### src/rtl/addrgen_pkg.sv
package addrgen_pkg;
  // width of one partner-select field inside the pairing vector
  localparam int SEL_W = 8;
endpackage

### src/rtl/addrgen_scramble.sv
module addrgen_scramble
  import addrgen_pkg::*;
#(
  parameter int KEY_W   = 6,
  parameter int BOUND_W = 3,
  parameter logic [BOUND_W*SEL_W-1:0] PAIR_SEL = '0,
  localparam int FREE_W = KEY_W - BOUND_W
) (
  input  logic [KEY_W-1:0]   key,
  output logic [BOUND_W-1:0] haddr,
  output logic [FREE_W-1:0]  free_part
);
  assign free_part = key[FREE_W-1:0];

  // each address bit: one bound bit XOR its chosen partner in the free part
  for (genvar i = 0; i < BOUND_W; i++) begin : g_bit
    localparam int SEL = int'(PAIR_SEL[i*SEL_W +: SEL_W]);
    assign haddr[i] = key[KEY_W-1-i] ^ free_part[SEL];
  end
endmodule

### src/rtl/addrgen_ram.sv
module addrgen_ram #(
  parameter int AW = 3,
  parameter int DW = 3,
  localparam int DEPTH = 2 ** AW
) (
  input  logic          clk,
  input  logic          rst,
  input  logic          we,
  input  logic [AW-1:0] waddr,
  input  logic [DW-1:0] wdata,
  input  logic [AW-1:0] raddr,
  output logic [DW-1:0] rdata
);
  logic [DW-1:0] mem [DEPTH];

  always_ff @(posedge clk) begin
    if (we) mem[waddr] <= wdata;
  end

  // registered read port, output register cleared by reset
  always_ff @(posedge clk) begin
    if (rst) rdata <= '0;
    else     rdata <= mem[raddr];
  end
endmodule

### src/rtl/addrgen_merge.sv
module addrgen_merge #(
  parameter int IDX_W  = 3,
  parameter int FREE_W = 3
) (
  input  logic              clk,
  input  logic              rst,
  input  logic [IDX_W-1:0]  cand,
  input  logic [FREE_W-1:0] stored_free,
  input  logic [FREE_W-1:0] key_free,
  input  logic [IDX_W-1:0]  ovf,
  output logic [IDX_W-1:0]  idx_out
);
  logic             match;
  logic [IDX_W-1:0] gated;

  always_comb begin
    match = (stored_free == key_free) && (cand != '0);
    gated = match ? cand : '0;
  end

  always_ff @(posedge clk) begin
    if (rst) idx_out <= '0;
    else     idx_out <= gated | ovf;
  end
endmodule

### src/rtl/hash_addr_gen.sv
module hash_addr_gen
  import addrgen_pkg::*;
#(
  parameter int KEY_W   = 6,
  parameter int BOUND_W = 3,
  parameter int IDX_W   = 3,
  parameter logic [BOUND_W*SEL_W-1:0] PAIR_SEL = 24'h02_01_00,
  localparam int FREE_W = KEY_W - BOUND_W
) (
  input  logic               clk,
  input  logic               rst,
  input  logic [KEY_W-1:0]   key_in,
  input  logic [IDX_W-1:0]   ovf_idx,
  input  logic               hash_we,
  input  logic [BOUND_W-1:0] hash_waddr,
  input  logic [IDX_W-1:0]   hash_wdata,
  input  logic               aux_we,
  input  logic [IDX_W-1:0]   aux_waddr,
  input  logic [FREE_W-1:0]  aux_wdata,
  output logic [IDX_W-1:0]   idx_out
);
  logic [BOUND_W-1:0] haddr;
  logic [FREE_W-1:0]  free_s0, free_s1, free_s2;
  logic [IDX_W-1:0]   cand_s1, cand_s2;
  logic [IDX_W-1:0]   ovf_s1, ovf_s2;
  logic [FREE_W-1:0]  aux_q;

  addrgen_scramble #(
    .KEY_W(KEY_W), .BOUND_W(BOUND_W), .PAIR_SEL(PAIR_SEL)
  ) u_scr (
    .key(key_in), .haddr(haddr), .free_part(free_s0)
  );

  // stage 1: hash memory read gives the candidate index
  addrgen_ram #(.AW(BOUND_W), .DW(IDX_W)) u_hash (
    .clk(clk), .rst(rst), .we(hash_we), .waddr(hash_waddr),
    .wdata(hash_wdata), .raddr(haddr), .rdata(cand_s1)
  );

  always_ff @(posedge clk) begin
    if (rst) begin
      free_s1 <= '0;
      ovf_s1  <= '0;
    end else begin
      free_s1 <= free_s0;
      ovf_s1  <= ovf_idx;
    end
  end

  // stage 2: candidate addresses the stored free parts
  addrgen_ram #(.AW(IDX_W), .DW(FREE_W)) u_aux (
    .clk(clk), .rst(rst), .we(aux_we), .waddr(aux_waddr),
    .wdata(aux_wdata), .raddr(cand_s1), .rdata(aux_q)
  );

  always_ff @(posedge clk) begin
    if (rst) begin
      cand_s2 <= '0;
      free_s2 <= '0;
      ovf_s2  <= '0;
    end else begin
      cand_s2 <= cand_s1;
      free_s2 <= free_s1;
      ovf_s2  <= ovf_s1;
    end
  end

  // stage 3: compare, gate, merge with overflow, register
  addrgen_merge #(.IDX_W(IDX_W), .FREE_W(FREE_W)) u_merge (
    .clk(clk), .rst(rst), .cand(cand_s2), .stored_free(aux_q),
    .key_free(free_s2), .ovf(ovf_s2), .idx_out(idx_out)
  );
endmodule

### config.mk
export PLATFORM = sky130hd
export DESIGN_NAME = hash_addr_gen
export DESIGN_NICKNAME = d
export VERILOG_FILES = /design/src/rtl/addrgen_pkg.sv /design/src/rtl/addrgen_scramble.sv /design/src/rtl/addrgen_ram.sv /design/src/rtl/addrgen_merge.sv /design/src/rtl/hash_addr_gen.sv
export SDC_FILE = /design/constraint.sdc
export NUM_CORES = 1
export LEC_CHECK = 0
export BUFFER_PORTS_ARGS = -buffer_cell sky130_fd_sc_hd__buf_2
export CAP_MARGIN = 20
export CORE_UTILIZATION = 30
export CTS_BUF_LIST = sky130_fd_sc_hd__clkbuf_8 sky130_fd_sc_hd__clkbuf_16
export CTS_CLUSTER_DIAMETER = 120
export DETAILED_ROUTE_END_ITERATION = 8
export HOLD_SLACK_MARGIN = 0.12
export MAX_ROUTING_LAYER = met4
export PLACE_DENSITY_LB_ADDON = 0.15
export SYNTH_ARGS = -nofsm -noshare
export SYNTH_HDL_FRONTEND = slang
export SYNTH_SLANG_ARGS = --single-unit
export TNS_END_PERCENT = 50
### constraint.sdc
create_clock -name clk -period 4.4 [get_ports clk]
set_input_delay 0.88 -clock clk [delete_from_list [all_inputs] [get_ports clk]]
set_output_delay 0.88 -clock clk [all_outputs]
set_load 0.02 [all_outputs]
---- Yosys cells after proc, flatten, opt, wreduce, memory -nomap -nowiden ----
Memories as Yosys holds them, arrays and structs flattened. A register that Yosys moved wholly into a read port is not among the register bits.
Cells that the tools add are included.
storage, ports and cells
  bits in registers ....................... 18
  bits in latches ......................... 0
  bits in writable memories ............... 48
  memory bits (read-only) ................. 0
  bits of input ports ..................... 25
  output and inout bits ................... 3
  logic and storage cells ................. 20
  memories ................................ 2
memory list
  name        words  bits a word  read ports  clocked after memory_dff  wr ports  RTL line           RTL
  u_aux.mem   8      3            1           1                         1         addrgen_ram.sv:14  logic [DW-1:0] mem [DEPTH];
  u_hash.mem  8      3            1           1                         1         addrgen_ram.sv:14
cells by class
  add/sub/neg operators ................... 0
  multiply operators ...................... 0
  divide/modulo/power cells ............... 0
  order comparisons ....................... 0
  equality and inequality tests ........... 1
  shift-type cells ........................ 0
  muxes and demuxes ....................... 5
  bitwise gates (word level) .............. 4
  reduce and logical (&&, ||, !) cells .... 2
operators by type and width
  cell               count
  $mux 1             4
  $eq 3x3->1         1
  $mux 3             1
  $or 3x3->3         1
  $reduce_bool 3->1  1
  $xor 1x1->1        3
  $logic_and 1x1->1  1

---- Logic depth before layout (Yosys ltp) ----
  word-level depth ........................ 4
  mapped depth ............................ 4
  mapped depth without buffers ............ 4

---- Hierarchy ----
A second synthesis with hierarchy kept.
second synthesis, totals
  cell total of the unflattened synthesis .. 158
  area total of the unflattened synthesis .. 2731.4 um^2
by module, submodules not included
  module            times used  cells an instance  area an instance (um^2)  seq. area each (um^2)
  addrgen_ram       2           53                 1049.8                   780.7
  hash_addr_gen     1           31                 432.9                    300.3
  addrgen_merge     1           15                 150.1                    60.1
  addrgen_scramble  1           6                  48.8                     0.0

---- Worst setup path after synthesis ----
No wires, ideal clock.
  path kind ............................... input-to-reg
  start point ............................. input port key_in[1]
  end point ............................... register u_hash.rdata[0] (read register of u_hash.mem)
  library setup time ...................... 0.129 ns
  data arrival time ....................... 1.933 ns
  required time ........................... 4.271 ns
  slack ................................... 2.339 ns
  cell stages on the path ................. 4
  path buffers ............................ 0
  cells stage by stage .................... xor2_2 -> mux4_1 -> mux2i_1 -> nor2_1
on the way
  cells in the longest elaborated chain, start to end .. 1
RTL lines
  what                RTL line                RTL
  start: declaration  hash_addr_gen.sv:12     input logic [KEY_W-1:0] key_in,
  $xor 1x1->1         addrgen_scramble.sv:18  assign haddr[i] = key[KEY_W-1-i] ^ free_part[SEL];
  end: declaration    addrgen_ram.sv:12       output logic [DW-1:0] rdata
Every way passes these cells.
A chain may end at the register's enable or synchronous reset.

---- Worst setup path after layout ----
Ends and elaborated chain as after synthesis.

==> flow_metrics.tcl <==
set metrics [dict create \
    start_util_pct 31.4 \
    rows 33 \
    required_ps 4610 \
    leakagePower_nw 1.11 \
    fp.dieH_um 95.5 \
    path_cells "buf_2 -> xor2_2 -> mux4_1 -> mux2i_1 -> nor2_1" \
    setup_viol 0 \
    reg2reg_slack_ps 2880 \
    cts-resized-gates 0 \
    reg2regPathDepth 3 \
    multi_input_area_um2 688 \
    cts_setup_buffers 0 \
    hold_class "reg2reg" \
    mostFrequentLayoutCell "edfxtp_1" \
    maxCapViolCount 0 \
    final_cell_mix "edfxtp_1, buf_2, dfxtp_1" \
    utilization_pct 37.1 \
    io_buffers 27 \
    grt_max_degree 25 \
    cp_slowest_cell "mux4_1" \
    cts_htree_levels 3 \
    drt.antenna.violating_nets 0 \
    cts.reportedPaths.clkPinSlew_ps 70 \
    ios 28 \
    status "completed" \
    synth-xor-area-share_pct 2.58 \
    syn2layout_area_growth_pct 18.1 \
    yosysSeqAreaShare_pct 73.3 \
    r2r-end "u_aux.rdata[0]$_SDFF_PP0_" \
    whs_path_depth 1 \
    fmax_mhz 511 \
    min_from "free_s1[1]$_SDFF_PP0_" \
    fin_setup_tns_ps 0 \
    grt-ovfl-total 0 \
    first_global_vias 1410 \
    final_layout_size_suffix_gt1_share_pct 26.4 \
    yosysTopAreaCell "edfxtp_1" \
    synth_compound_area_share_pct 0.573 \
    period_minus_slack_ps 1960 \
    grtUsageTotal_pct 11.4 \
    synth-simple-area-share_pct 9.64 \
    criticalPathCategory "in2reg" \
    slew_viol_final 0 \
    cts_root_buffer "clkbuf_8" \
    worst_pin_slew_ps 460 \
    synth_fa_ha_area_share_pct 0 \
    total_power_mw 1.42 \
    routed_wirelength_um 4330 \
    fin_nets 213 \
    critPathArrivalTime_ps 2170 \
    p_per_area_nw_per_um2 458 \
    rsz0062_at_grt "false" \
    dr.pass1.iters 4 \
    place_worst_setup_slack_ps 2090 \
    die_area_um2 9120 \
    gp_congestion 0.755 \
    seq_area_um2 1920 \
    syn-num-nets 178 \
    chipWidth_um 95.5 \
    drc_errors 0 \
    finClkSkew_ps 6.70 \
    synth_top_area_share_pct 55.0 \
    synth_top_family_by_area "multiplexers" \
    synth_cell_type_count 16 \
    yosys-top-cells-area "edfxtp_1, dfxtp_1, mux4_1, mux4_2, nor2b_1" \
    avgSynthCellArea_um2 17.1 \
    antenna_cells 0 \
    rr_startpoint "u_hash.rdata[0]$_SDFF_PP0_" \
    synth_seq_cells 72 \
    maxSlewHeadroom_pct 69.1 \
    synth_area_um2 2620 \
    cts_buffer_depth 2 \
    core_area_um2 8340 \
    grt_pass1_wl_um 7230 \
    ctsHoldBuffers 0 \
    synthCells 153 \
    drt_iter0_markers 37 \
    insertion_delay_ps 340 \
    post-route-period-util_pct 44.5 \
    critPathCaptureType "flop" \
    crit_path_max_incr_delay_ps 610 \
    finalHoldViolations 0 \
    cp_max_fo 6 \
    clock-sinks 72 \
    vias 1319 \
    cp-start-kind "input pin" \
    post_drt_wl_per_cell_um 14.5 \
    tritoncts "yes" \
    detail_route.vias_per_cell 4.43 \
    cts_buffers 9 \
    hpwl_um 3150 \
    synthMuxAreaShare_pct 13.5 \
    ys_warn_count 0 \
    num-fill-cells 789 \
    vdd_drop_max_mv 0.217 \
    setup_slack_ps 2440 \
    antenna_found_initial 0 \
    hold_path_end "free_s2[1]$_SDFF_PP0_" \
]
## state kept, by name (all words and copies together) (netlist names)
name             count
u_aux.rdata          3
u_aux.mem           24
ovf_s2               3
free_s2              3
u_merge.idx_out      3
cand_s2              3
u_hash.mem          24
ovf_s1               3
u_hash.rdata         3
free_s1              3
## worst max path at each step
| stage | depth (start not counted) | start | end |
|---|---|---|---|
| floorplan | 4 | key_in[1] | u_hash.rdata[0]$_SDFF_PP0_ |
| global placement | 5 | key_in[1] | u_hash.rdata[0]$_SDFF_PP0_ |
| detailed placement | 5 | key_in[1] | u_hash.rdata[0]$_SDFF_PP0_ |
| CTS | 5 | key_in[1] | u_hash.rdata[0]$_SDFF_PP0_ |
| global route | 5 | key_in[1] | u_hash.rdata[1]$_SDFF_PP0_ |
| finish | 5 | key_in[1] | u_hash.rdata[0]$_SDFF_PP0_ |
## routing by layer
metal | global-route usage [%] | up-vias | wire, µm
met4 | 3.73 | 0 | 63
met5 | - | - | 0
li1 | - | 635 | -
met2 | 18.0 | 39 | 2090
met1 | 13.0 | 637 | 1920
met3 | 5.02 | 8 | 251
## metrics by stage
stage	hold WS, ps	area, µm²	std cells
after detailed placement	436	2880	282
after floorplan	413	2620	153
after global routing	461	3100	298
after global placement	427	2880	282
after CTS	446	3100	298
final	441	3100	298
## report_power, final
part | leakage, nW | switching [mW] | internal (mW)
clock | 0.103 | 0.237 | 0.319
combinational | 0.373 | 0.0456 | 0.0502
sequential | 0.634 | 0.0169 | 0.751
total | 1.11 | 0.300 | 1.12
## cell type report
class	count	area share, %
Tap cell	105	4.24
Clock inverter	7	3.11
Multi-Input combinational cell	78	22.2
Timing Repair Buffer	27	4.36
Clock buffer	9	4.00
Sequential cell	72	62.1
## synth_stat cells
cell,count
xor2_1,4
nand2b_1,6
nand2_1,4
nor2b_1,14
edfxtp_1,48
a21oi_1,3
dfxtp_1,24
mux4_2,6
nor2_1,21
clkbuf_1,2
nor3_1,5
buf_2,1
xor2_2,2
nor2b_2,1
mux4_1,6
mux2i_1,6
## critical path, delay by kind of cell
kind	cells	cell delay (ps)
buf+inv	1	120
mux	2	770
simple gates	1	50
xor+xnor	1	350
## cell families after synthesis
| family | Yosys count |
|---|---|
| mux | 18 |
| simple gates | 51 |
| flops | 72 |
| compound gates | 3 |
| buf+inv | 3 |
| xor+xnor | 6 |
(Power assumes the default switching activity.)
